==> src/rtl/arp_pkg.sv <==
package arp_pkg;
    localparam int ADDR_W = 7;
    localparam int BYTE_W = ADDR_W + 1;
    localparam logic [7:0] ARA_CMD = 8'h19;

    typedef enum logic [2:0] {
        R_IDLE,
        R_CMD,
        R_ACK_WAIT,
        R_ACK,
        R_SEND,
        R_HACK,
        R_WAIT
    } rsp_state_t;
endpackage

==> src/rtl/arp_line_sync.sv <==
module arp_line_sync #(
    parameter int STAGES   = 2,
    parameter int FILT_LEN = 2
) (
    input  logic clk,
    input  logic rst_n,
    input  logic d,
    output logic q
);
    logic [STAGES-1:0]   sync_q;
    logic [FILT_LEN-1:0] hist_q;

    always_ff @(posedge clk or negedge rst_n) begin
        if (!rst_n) begin
            sync_q <= '1;
            hist_q <= '1;
            q      <= 1'b1;
        end else begin
            sync_q <= {sync_q[STAGES-2:0], d};
            hist_q <= {hist_q[FILT_LEN-2:0], sync_q[STAGES-1]};
            if (&hist_q)
                q <= 1'b1;
            else if (~|hist_q)
                q <= 1'b0;
        end
    end
endmodule

==> src/rtl/arp_compare.sv <==
module arp_compare #(
    parameter int DATA_W = 12
) (
    input  logic [DATA_W-1:0] data,
    input  logic [DATA_W-1:0] hi_lim,
    input  logic [DATA_W-1:0] lo_lim,
    input  logic              window,
    output logic              over_hi,
    output logic              out_of_range
);
    logic under_lo;

    always_comb begin
        over_hi      = $signed(data) > $signed(hi_lim);
        under_lo     = $signed(data) < $signed(lo_lim);
        out_of_range = over_hi | (window & under_lo);
    end
endmodule

==> src/rtl/arp_responder.sv <==
module arp_responder
    import arp_pkg::*;
(
    input  logic              clk,
    input  logic              rst_n,
    input  logic              scl_f,
    input  logic              sda_f,
    input  logic              armed,
    input  logic [ADDR_W-1:0] my_addr,
    input  logic              status_bit,
    output logic              sda_low,
    output logic              win
);
    localparam int CW = $clog2(BYTE_W + 1);

    rsp_state_t        state_q, state_n;
    logic [CW-1:0]     cnt_q, cnt_n;
    logic [BYTE_W-1:0] shift_q, shift_n;
    logic              drv_q, drv_n;
    logic              win_q, win_n;
    logic              scl_d, sda_d;
    logic              scl_rise, scl_fall, start_c, stop_c;
    logic [BYTE_W-1:0] rx_byte;

    assign scl_rise = scl_f & ~scl_d;
    assign scl_fall = ~scl_f & scl_d;
    assign start_c  = scl_f & scl_d & sda_d & ~sda_f;
    assign stop_c   = scl_f & scl_d & ~sda_d & sda_f;
    assign rx_byte  = {shift_q[BYTE_W-2:0], sda_f};

    always_ff @(posedge clk or negedge rst_n) begin
        if (!rst_n) begin
            state_q <= R_IDLE;
            cnt_q   <= '0;
            shift_q <= '0;
            drv_q   <= 1'b0;
            win_q   <= 1'b0;
            scl_d   <= 1'b1;
            sda_d   <= 1'b1;
        end else begin
            state_q <= state_n;
            cnt_q   <= cnt_n;
            shift_q <= shift_n;
            drv_q   <= drv_n;
            win_q   <= win_n;
            scl_d   <= scl_f;
            sda_d   <= sda_f;
        end
    end

    always_comb begin
        state_n = state_q;
        cnt_n   = cnt_q;
        shift_n = shift_q;
        drv_n   = drv_q;
        win_n   = 1'b0;
        if (start_c) begin
            state_n = R_CMD;
            cnt_n   = '0;
            drv_n   = 1'b0;
        end else if (stop_c) begin
            state_n = R_IDLE;
            drv_n   = 1'b0;
        end else begin
            unique case (state_q)
                R_IDLE, R_WAIT: ;
                R_CMD: if (scl_rise) begin
                    shift_n = rx_byte;
                    cnt_n   = cnt_q + 1'b1;
                    if (cnt_q == CW'(BYTE_W - 1))
                        state_n = (rx_byte == ARA_CMD && armed) ? R_ACK_WAIT : R_WAIT;
                end
                R_ACK_WAIT: if (scl_fall) begin
                    drv_n   = 1'b1;
                    state_n = R_ACK;
                end
                R_ACK: if (scl_fall) begin
                    shift_n = {my_addr, status_bit};
                    drv_n   = ~my_addr[ADDR_W-1];
                    cnt_n   = '0;
                    state_n = R_SEND;
                end
                R_SEND: begin
                    if (scl_rise) begin
                        if (!drv_q && !sda_f)
                            state_n = R_WAIT;
                        else
                            cnt_n = cnt_q + 1'b1;
                    end else if (scl_fall) begin
                        if (cnt_q == CW'(BYTE_W)) begin
                            drv_n   = 1'b0;
                            state_n = R_HACK;
                        end else begin
                            drv_n   = ~shift_q[BYTE_W-2];
                            shift_n = {shift_q[BYTE_W-2:0], 1'b0};
                        end
                    end
                end
                R_HACK: if (scl_rise) begin
                    win_n   = 1'b1;
                    state_n = R_WAIT;
                end
                default: state_n = R_IDLE;
            endcase
        end
    end

    assign sda_low = drv_q;
    assign win     = win_q;

    assert_sda_scl_low_R12: assert property (@(posedge clk) disable iff (!rst_n)
        !$stable(drv_q) |-> !$past(scl_f));

    assert_idle_release_R7: assert property (@(posedge clk) disable iff (!rst_n)
        (state_q == R_IDLE || state_q == R_CMD) |-> !drv_q);

    assert_loss_withdraw_R9: assert property (@(posedge clk) disable iff (!rst_n)
        (state_q == R_SEND && scl_rise && !drv_q && !sda_f && !start_c && !stop_c)
        |=> (state_q == R_WAIT && !drv_q));
endmodule

==> src/rtl/arp_alert_top.sv <==
module arp_alert_top
    import arp_pkg::*;
#(
    parameter int DATA_W      = 12,
    parameter int SYNC_STAGES = 2,
    parameter int FILT_LEN    = 2
) (
    input  logic              clk,
    input  logic              rst_n,
    input  logic              conv_valid,
    input  logic [DATA_W-1:0] conv_data,
    input  logic [DATA_W-1:0] thr_hi,
    input  logic [DATA_W-1:0] thr_lo,
    input  logic              alert_en,
    input  logic              latch_mode,
    input  logic              window_mode,
    input  logic [ADDR_W-1:0] dev_addr,
    input  logic              data_read,
    input  logic              scl_in,
    input  logic              sda_in,
    output logic              sda_drive_low,
    output logic              alert_drive_low
);
    localparam int N_LINES = 2;

    logic [N_LINES-1:0] raw_lines, filt_lines;
    logic over_hi, oor, win, set, clr, armed;
    logic lat_q, status_q, cmp_q;

    assign raw_lines = {sda_in, scl_in};

    for (genvar g = 0; g < N_LINES; g++) begin : g_line
        arp_line_sync #(.STAGES(SYNC_STAGES), .FILT_LEN(FILT_LEN)) u_sync (
            .clk  (clk),
            .rst_n(rst_n),
            .d    (raw_lines[g]),
            .q    (filt_lines[g])
        );
    end

    arp_compare #(.DATA_W(DATA_W)) u_cmp (
        .data        (conv_data),
        .hi_lim      (thr_hi),
        .lo_lim      (thr_lo),
        .window      (window_mode),
        .over_hi     (over_hi),
        .out_of_range(oor)
    );

    assign set   = conv_valid & oor & latch_mode & alert_en;
    assign clr   = data_read | win;
    assign armed = alert_en & latch_mode & lat_q;

    always_ff @(posedge clk or negedge rst_n) begin
        if (!rst_n) begin
            lat_q    <= 1'b0;
            status_q <= 1'b0;
            cmp_q    <= 1'b0;
        end else begin
            if (conv_valid)
                cmp_q <= oor;
            if (set) begin
                lat_q <= 1'b1;
                if (!lat_q || clr)
                    status_q <= over_hi;
            end else if (clr) begin
                lat_q <= 1'b0;
            end
        end
    end

    arp_responder u_rsp (
        .clk       (clk),
        .rst_n     (rst_n),
        .scl_f     (filt_lines[0]),
        .sda_f     (filt_lines[1]),
        .armed     (armed),
        .my_addr   (dev_addr),
        .status_bit(status_q),
        .sda_low   (sda_drive_low),
        .win       (win)
    );

    assign alert_drive_low = alert_en & (latch_mode ? lat_q : cmp_q);

    assert_set_R1: assert property (@(posedge clk) disable iff (!rst_n)
        (conv_valid && oor && latch_mode && alert_en) |=> lat_q);

    assert_hold_R2: assert property (@(posedge clk) disable iff (!rst_n)
        (lat_q && !data_read && !win) |=> lat_q);

    assert_read_clear_R3: assert property (@(posedge clk) disable iff (!rst_n)
        (data_read && !set) |=> !lat_q);

    assert_win_clear_R10: assert property (@(posedge clk) disable iff (!rst_n)
        (win && !set) |=> !lat_q);

    assert_status_frozen_R11: assert property (@(posedge clk) disable iff (!rst_n)
        (lat_q && !clr) |=> $stable(status_q));
endmodule

==> config.mk <==
export PLATFORM = sky130hd
export DESIGN_NAME = arp_alert_top
export DESIGN_NICKNAME = d
export VERILOG_FILES = /design/src/rtl/arp_pkg.sv /design/src/rtl/arp_line_sync.sv /design/src/rtl/arp_compare.sv /design/src/rtl/arp_responder.sv /design/src/rtl/arp_alert_top.sv
export SDC_FILE = /design/constraint.sdc
export NUM_CORES = 1
export LEC_CHECK = 0
export ABC_AREA = 1
export BUFFER_PORTS_ARGS = -buffer_cell sky130_fd_sc_hd__buf_4
export CAP_MARGIN = 20
export CORE_MARGIN = 4
export CORE_UTILIZATION = 57
export CTS_CLUSTER_DIAMETER = 200
export CTS_CLUSTER_SIZE = 28
export DETAILED_ROUTE_END_ITERATION = 7
export PLACE_DENSITY = 0.84
export SKIP_CTS_REPAIR_TIMING = 1
export SLEW_MARGIN = 20
export SYNTH_ARGS = -nofsm -noshare
export SYNTH_HDL_FRONTEND = slang
export SYNTH_SLANG_ARGS = --single-unit
==> constraint.sdc <==
create_clock -name clk -period 2.55 [get_ports clk]
set_input_delay 0.1275 -clock clk [delete_from_list [all_inputs] [get_ports clk]]
set_output_delay 0.1275 -clock clk [all_outputs]
set_load 0.01 [all_outputs]
==> results of run 1 <==
==> registers in the layout, indices dropped and copies added, names as in the netlist <==
register              count
cmp_q                     1
u_rsp.sda_low             1
u_rsp.scl_d               1
u_rsp.state_q             3
g_line.u_sync.hist_q      4
lat_q                     1
u_rsp.win                 1
g_line.u_sync.sync_q      4
u_rsp.sda_d               1
status_q                  1
g_line.u_sync.q           2
u_rsp.shift_q             7
u_rsp.cnt_q               4
==> worst max path at each step <==
stage / startpoint / to / slack (ns)
6_report: g_line[0].u_sync.q / u_rsp.state_q[1] / 0.80
5_1_grt: g_line[0].u_sync.q / u_rsp.state_q[1] / 0.60
4_1_cts: g_line[0].u_sync.q / u_rsp.state_q[1] / 0.81
3_5_place_dp: conv_data[11] / lat_q / 0.80
3_3_place_gp: conv_data[11] / status_q / 0.86
2_1_floorplan: g_line[1].u_sync.q / u_rsp.shift_q[1] / 1.00
==> final cells by class <==
type	instances	area, um^2
multi-input cells	192	1170
fillers	320	927
flip-flops and latches	31	791
repair buffers	56	428
inverters	71	267
clock buffers	7	96.3
well taps	48	60.1
clock inverters	1	7.51
==> per-layer routing <==
| metal | track usage, % | up-vias | wire length, um |
|---|---|---|---|
| met3 | 4.83 | 6 | 201 |
| met2 | 36.0 | 41 | 2420 |
| met5 | 0 | - | 0 |
| met4 | 6.26 | 0 | 63 |
| met1 | 25.6 | 939 | 2140 |
| li1 | - | 1068 | - |
==> cells by family after synthesis <==
group                      synth area share, %
adders and majority gates                 15.1
buffers and inverters                     12.7
AOI/OAI and AO/OA                         13.9
and+or+nand+nor                           23.1
DFF                                       35.2
==> power by group through the flow <==
| stage | registers [mW] | logic [mW] | clock network, mW |
|---|---|---|---|
| after global routing | 0.727 | 0.991 | 0.459 |
| after detailed placement | 0.722 | 0.848 | 0 |
| final | 0.714 | 0.860 | 0.426 |
| after CTS | 0.713 | 0.857 | 0.431 |
| after floorplan | 0.705 | 0.653 | 0 |
| after global placement | 0.715 | 0.823 | 0 |
==> cell usage in the layout (no fill, tap or decap), drive strengths merged <==
cell	netlist	routed
a211oi	1	1
a21o	1	1
a21oi	16	16
a31oi	1	1
and2	1	1
buf	1	53
clkbuf	1	7
clkinvlp	0	1
dfrtp	19	19
dfstp	12	12
dlygate4sd3	0	3
ha	27	27
inv	71	71
nand2	67	67
nand3	10	10
nand4	7	7
nor2	24	24
nor3	5	5
nor4	1	1
o211ai	8	8
o21ai	19	19
o22ai	1	1
o31ai	3	3
==> through the flow <==
step	worst slack [ns]	hold WS, ns	util (%)	instance area (um^2)	power [mW]
global route	0.600	0.0519	75.2	2820	2.18
detailed placement	0.798	0.0710	71.7	2680	1.57
CTS	0.810	-0.234	74.4	2790	2.00
floorplan	1.00	-0.168	-	2240	1.36
finish	0.803	0.0578	75.2	2820	2.00
global placement	0.858	0.0731	71.7	2680	1.54
==> impl_metrics.env, run 1 <==
export IMPL_reg2regPathDepth=10
export IMPL_cap_violations=0
export IMPL_swShare_pct=39.7
export IMPL_hold_path_class="input pin to flip-flop"
export IMPL_min_delay_path_depth=2
export IMPL_synth_commonest_cells="inv_1, nand2_1, ha_1, nor2_1, dfrtp_1"
export IMPL_yosysSeqAreaShare_pct=35.2
export IMPL_ys_ff_latch=31
export IMPL_yosysUniqueCellTypes=30
export IMPL_vdd_drop_max_mv=0.628
export IMPL_clockPowerShare_pct=21.3
export IMPL_finalCritPeriodShare_pct=68.5
export IMPL_via_count=2054
export IMPL_crit_top_cell="nand2_1"
export IMPL_place_gp_congestion=0.850
export IMPL_end_kind="flip-flop"
export IMPL_yosysWarnings=0
export IMPL_antenna_left=0
export IMPL_rr_startpoint="g_line[0].u_sync.q"
export IMPL_cts_buffers=5
export IMPL_top_level_ports=54
export IMPL_synth_nets=375
export IMPL_slowest_delay_ns=0.54
export IMPL_synthToLayoutAreaGrowth_pct=25.5
export IMPL_cp_required_ns=2.75
export IMPL_die_x_um=70.7
export IMPL_cpMaxStageDelayCell="dfstp_2"
export IMPL_leakagePower_nw=1.60
export IMPL_htree_levels=2
export IMPL_clock_latency_ns=0.28
export IMPL_setup_tns_ns=0
export IMPL_synth_top_area_cell="dfrtp_1"
export IMPL_min_to="cmp_q"
export IMPL_diodes=0
export IMPL_routedWlPerCell_um=11.9
export IMPL_maxClockFrequency_mhz=572
export IMPL_maxSlewViolCount=0
export IMPL_slew_headroom_pct=71.4
export IMPL_outcome="finished clean"
export IMPL_critical_path_depth=10
export IMPL_reg2reg_to="u_rsp.state_q[1]"
export IMPL_rsz0062_at_grt="false"
export IMPL_yosysMostFrequentCell="inv_1"
export IMPL_max_slew_worst_pin_slew_ns=0.426
export IMPL_stdcell_count=406
export IMPL_path_cells="inv_1, nor2_1, inv_1, nand2_1, nor2_1, a211oi_1, nand2_1, nand2_1, nand4_1, o21ai_1"
export IMPL_syn_inst=296
export IMPL_cp_num_buf_inv=2
export IMPL_drc=0
export IMPL_fin_nets=436
export IMPL_async_reset_ff_share_pct=100
export IMPL_hp_start="conv_valid"
export IMPL_worstPathMaxFanout=6
export IMPL_synth_edff_count=0
export IMPL_drt_iter0_drc=98
export IMPL_critical_path_class="flip-flop to flip-flop"
export IMPL_cts_tree="built"
export IMPL_dp_cells=395
export IMPL_setup_viol=0
export IMPL_finalClockSkew_ns=0.00994
export IMPL_start_util_pct=59.9
export IMPL_hold_viol=0
export IMPL_clockBufferDepth=2
export IMPL_rrSetupSlack_ns=0.80
export IMPL_grt_pass1_wl_mm=8.50
export IMPL_yosysTopAreaCellShare_pct=21.2
export IMPL_dieArea_mm2=0.00500
export IMPL_die_h_um=70.7
export IMPL_cts_root_buf="clkbuf_8"
export IMPL_finalCriticalPeriod_ns=1.75
export IMPL_grt_max_degree=32
export IMPL_syn_area_mm2=0.00224
export IMPL_crit_family="simple AND/OR/NAND/NOR gates"
export IMPL_synthFlopType="dfrtp_1"
export IMPL_routed_wl_mm=4.82
export IMPL_p_per_area_mw_per_mm2=710
export IMPL_grtUsageTotal_pct=20.8
export IMPL_power_share_combinational_pct=43.0
export IMPL_io_buffers=53
export IMPL_yosys_top_cells_area="dfrtp_1, ha_1, dfstp_2, inv_1, nand2_1"
export IMPL_drtPass1Iterations=4
export IMPL_syn_area_per_cell_um2=7.58
export IMPL_avgViaCountPerCell=5.06
export IMPL_setup_worst_path_start_class="flip-flop"
export IMPL_p_switching_uw=794
export IMPL_cts_sinks=31
export IMPL_core_area_mm2=0.00374
export IMPL_clk_pin_slew_ns=0.07
export IMPL_row_count=22
export IMPL_arrival_ns=1.95
export IMPL_grt_overflow=0
export IMPL_grt_pass1_vias=2042
export IMPL_drive_above_1_share_pct=26.3
export IMPL_dp_hpwl_mm=3.93
export IMPL_antenna_found_initial=0
export IMPL_power_internal_mw=1.21
export IMPL_p_seq_share_pct=35.7
No activity file was read; power rests on OpenSTA's default activity.
==> run 2: changes to the inputs <==
--- a/config.mk
+++ b/config.mk
@@ -5,15 +5,15 @@
 export SDC_FILE = /design/constraint.sdc
 export NUM_CORES = 1
 export LEC_CHECK = 0
-export ABC_AREA = 1
+export ABC_AREA = 0
 export BUFFER_PORTS_ARGS = -buffer_cell sky130_fd_sc_hd__buf_4
 export CAP_MARGIN = 20
 export CORE_MARGIN = 4
-export CORE_UTILIZATION = 57
+export CORE_UTILIZATION = 48
 export CTS_CLUSTER_DIAMETER = 200
 export CTS_CLUSTER_SIZE = 28
 export DETAILED_ROUTE_END_ITERATION = 7
-export PLACE_DENSITY = 0.84
+export PLACE_DENSITY = 0.76
 export SKIP_CTS_REPAIR_TIMING = 1
 export SLEW_MARGIN = 20
 export SYNTH_ARGS = -nofsm -noshare
==> constraint.sdc (replaced) <==
create_clock -name clk -period 1.42 [get_ports clk]
set_input_delay 0.071 -clock clk [delete_from_list [all_inputs] [get_ports clk]]
set_output_delay 0.071 -clock clk [all_outputs]
set_load 0.01 [all_outputs]
==> run 2 against run 1 <==
Against the previous run:
- non-clock buffer count increased by 37
- setup slack lost 1.1 ns
- the run now ends with negative setup slack left
- register-to-register slack worse by 1.1 ns
- via count is 2.5% lower
- flip-flop and latch count did not move
- final area up 11%
- global-route usage down 1.6 points
- worst hold slack worse by 0.0085 ns
- total power is 89% higher
- clock skew fell by 0.0026 ns
- core utilization decreased by 4.0 points
==> impl_metrics.env, run 2 <==
export IMPL_outcome="complete, but fails checks"
export IMPL_violations="negative setup slack"
export IMPL_htree_levels=2
export IMPL_highest_layer="met4"
export IMPL_io_buffers=53
export IMPL_place_gp_congestion=0.887
export IMPL_drtPass1Iterations=4
export IMPL_design_area_mm2=0.00312
export IMPL_cap_violations=0
export IMPL_grt_pass1_vias=2046
export IMPL_dp_cells=368
export IMPL_grt_max_degree=32
export IMPL_stdcell_count=383
export IMPL_hold_viol=0
export IMPL_yosys_top_cells_area="dfrtp_1, ha_1, dfstp_2, inv_1, nand2_1"
export IMPL_drive_above_1_share_pct=42.9
export IMPL_synth_top_family_by_area="simple AND/OR/NAND/NOR gates"
export IMPL_largest_register="u_rsp.shift_q"
export IMPL_worstPathMaxFanout=7
export IMPL_finalCritPeriodShare_pct=120
export IMPL_drt_iter0_drc=34
export IMPL_antenna_left=0
export IMPL_top_level_ports=54
export IMPL_final_common_cell="buf_4"
export IMPL_synth_adder_area_share_pct=15.4
export IMPL_dpl_worst_slack_ns=-0.247
export IMPL_synth_nets=314
export IMPL_fillers=307
export IMPL_avgViaCountPerCell=5.23
export IMPL_syn_inst=235
export IMPL_synth_top_area_cell="dfrtp_1"
export IMPL_grt_overflow=0
export IMPL_min_delay_path_depth=3
export IMPL_synth_commonest_cells="inv_1, nand2_1, ha_1, nor2_1, dfrtp_1"
export IMPL_yosysWarnings=0
export IMPL_core_area_mm2=0.00438
export IMPL_end_kind="flip-flop"
export IMPL_synthXorXnorAreaFrac_pct=0.797
export IMPL_via_count=2003
export IMPL_cts_tree="built"
export IMPL_p_per_area_mw_per_mm2=1210
export IMPL_ys_ff_latch=31
export IMPL_wl_met2_mm=2.82
export IMPL_vdd_drop_max_mv=1.05
export IMPL_grtUsageTotal_pct=19.2
export IMPL_slew_headroom_pct=74.7
export IMPL_maxClockFrequency_mhz=589
export IMPL_fin_nets=409
export IMPL_reg2regPathDepth=5
export IMPL_clk_pin_slew_ns=0.06
export IMPL_wl_met1_mm=2.21
export IMPL_yosys_area_share_simple_pct=19.5
export IMPL_dieArea_mm2=0.00573
export IMPL_syn_area_mm2=0.00220
export IMPL_async_reset_ff_share_pct=100
export IMPL_grt_pass1_wl_mm=8.48
export IMPL_dp_hpwl_mm=4.09
export IMPL_place_area_mm2=0.00288
export IMPL_clockBufferDepth=2
export IMPL_clock_latency_ns=0.28
export IMPL_synthMuxAreaShare_pct=2.50
export IMPL_leakagePower_nw=1.56
export IMPL_finalCriticalPeriod_ns=1.70
export IMPL_drc=0
export IMPL_syn_area_per_cell_um2=9.35
export IMPL_setup_viol=15
export IMPL_final_util_pct=71.2
export IMPL_synth_compound_area_share_pct=18.5
export IMPL_diodes=0
export IMPL_max_slew_worst_pin_slew_ns=0.380
export IMPL_setup_worst_path_start_class="flip-flop"
export IMPL_critical_path_class="flip-flop to flip-flop"
export IMPL_die_h_um=75.7
export IMPL_routed_wl_mm=5.43
export IMPL_hold_ws_ns=0.0493
export IMPL_die_x_um=75.7
export IMPL_finalClockSkew_ns=0.00731
export IMPL_cts_sinks=31
export IMPL_synthToLayoutAreaGrowth_pct=42.0
export IMPL_met3_length_um=331
export IMPL_cts_root_buf="clkbuf_8"
export IMPL_fin_ws_ns=-0.278
export IMPL_routedWlPerCell_um=14.2
export IMPL_row_count=24
export IMPL_maxSlewViolCount=0
export IMPL_hold_path_class="input pin to flip-flop"
export IMPL_start_util_pct=50.1
export IMPL_rsz0062_at_grt="true"
export IMPL_yosysTopAreaCellShare_pct=21.6
export IMPL_cts_buffers=5
export IMPL_synthFlopType="dfrtp_1"
export IMPL_arrival_ns=1.89
export IMPL_cp_required_ns=1.61
export IMPL_layout_common_cells="buf_4, inv_1, nand2_1"
export IMPL_antenna_found_initial=0
export IMPL_yosysSeqAreaShare_pct=36.0
export IMPL_yosysUniqueCellTypes=54
export IMPL_largest_register_ffs=7
export IMPL_synth_edff_count=0
run 2: worst max-delay path, cell delays in order, from the launching register on:
cell,delay [ns]
dfrtp_2,0.44
or3b_4,0.42
o31ai_4,0.37
buf_12,0.17
nor2_1,0.04
a31oi_1,0.17
run 2: kinds of logic after synthesis:
group	count (synthesis)
adders and majority gates	27
AOI/OAI and AO/OA	52
xor gates and xnor gates	2
and+or+nand+nor	83
buffers and inverters	35
DFF	31
muxes	5
run 2: area by class of cell:
class                           instances  area, um^2  share of cell area (%)
Multi-Input combinational cell        169        1330                    42.6
Sequential cell                        31         792                    25.4
Timing Repair Buffer                   93         742                    23.8
Inverter                               30         113                    3.61
Clock buffer                            7        76.3                    2.44
Tap cell                               52        65.1                    2.08
Clock inverter                          1        5.00                   0.160
run 2: report_power, final:
part | switching [mW] | total [mW] | internal (mW)
logic | 0.868 | 1.81 | 0.938
clock network | 0.316 | 0.659 | 0.343
registers | 0.195 | 1.31 | 1.11
run 2: final timing paths:
check                                            from  slack [ns]                    endpoint
max reg2reg                          u_rsp.state_q[1]       -0.28            u_rsp.shift_q[2]
max                                  u_rsp.state_q[1]       -0.28            u_rsp.shift_q[2]
min                                       dev_addr[5]        0.05            u_rsp.shift_q[6]
min reg2reg                g_line[0].u_sync.sync_q[0]        0.36  g_line[0].u_sync.sync_q[1]
max in group asynchronous                       rst_n        0.85  g_line[0].u_sync.hist_q[0]
min in group asynchronous                       rst_n        0.26            u_rsp.state_q[0]
run 2: per-stage QoR:
step,power (mW),TNS (ns)
3_3_place_gp,2.78,-2.67
2_1_floorplan,2.21,-1.71
5_1_grt,4.03,-4.14
3_5_place_dp,2.84,-3.22
6_report,3.77,-3.13
4_1_cts,3.51,-3.12
run 2: per-layer routing:
layer | vias up | global-route usage (%)
met3 | 7 | 4.09
met2 | 64 | 35.5
met1 | 924 | 21.8
met4 | 0 | 6.41
li1 | 1008 | -
met5 | - | 0
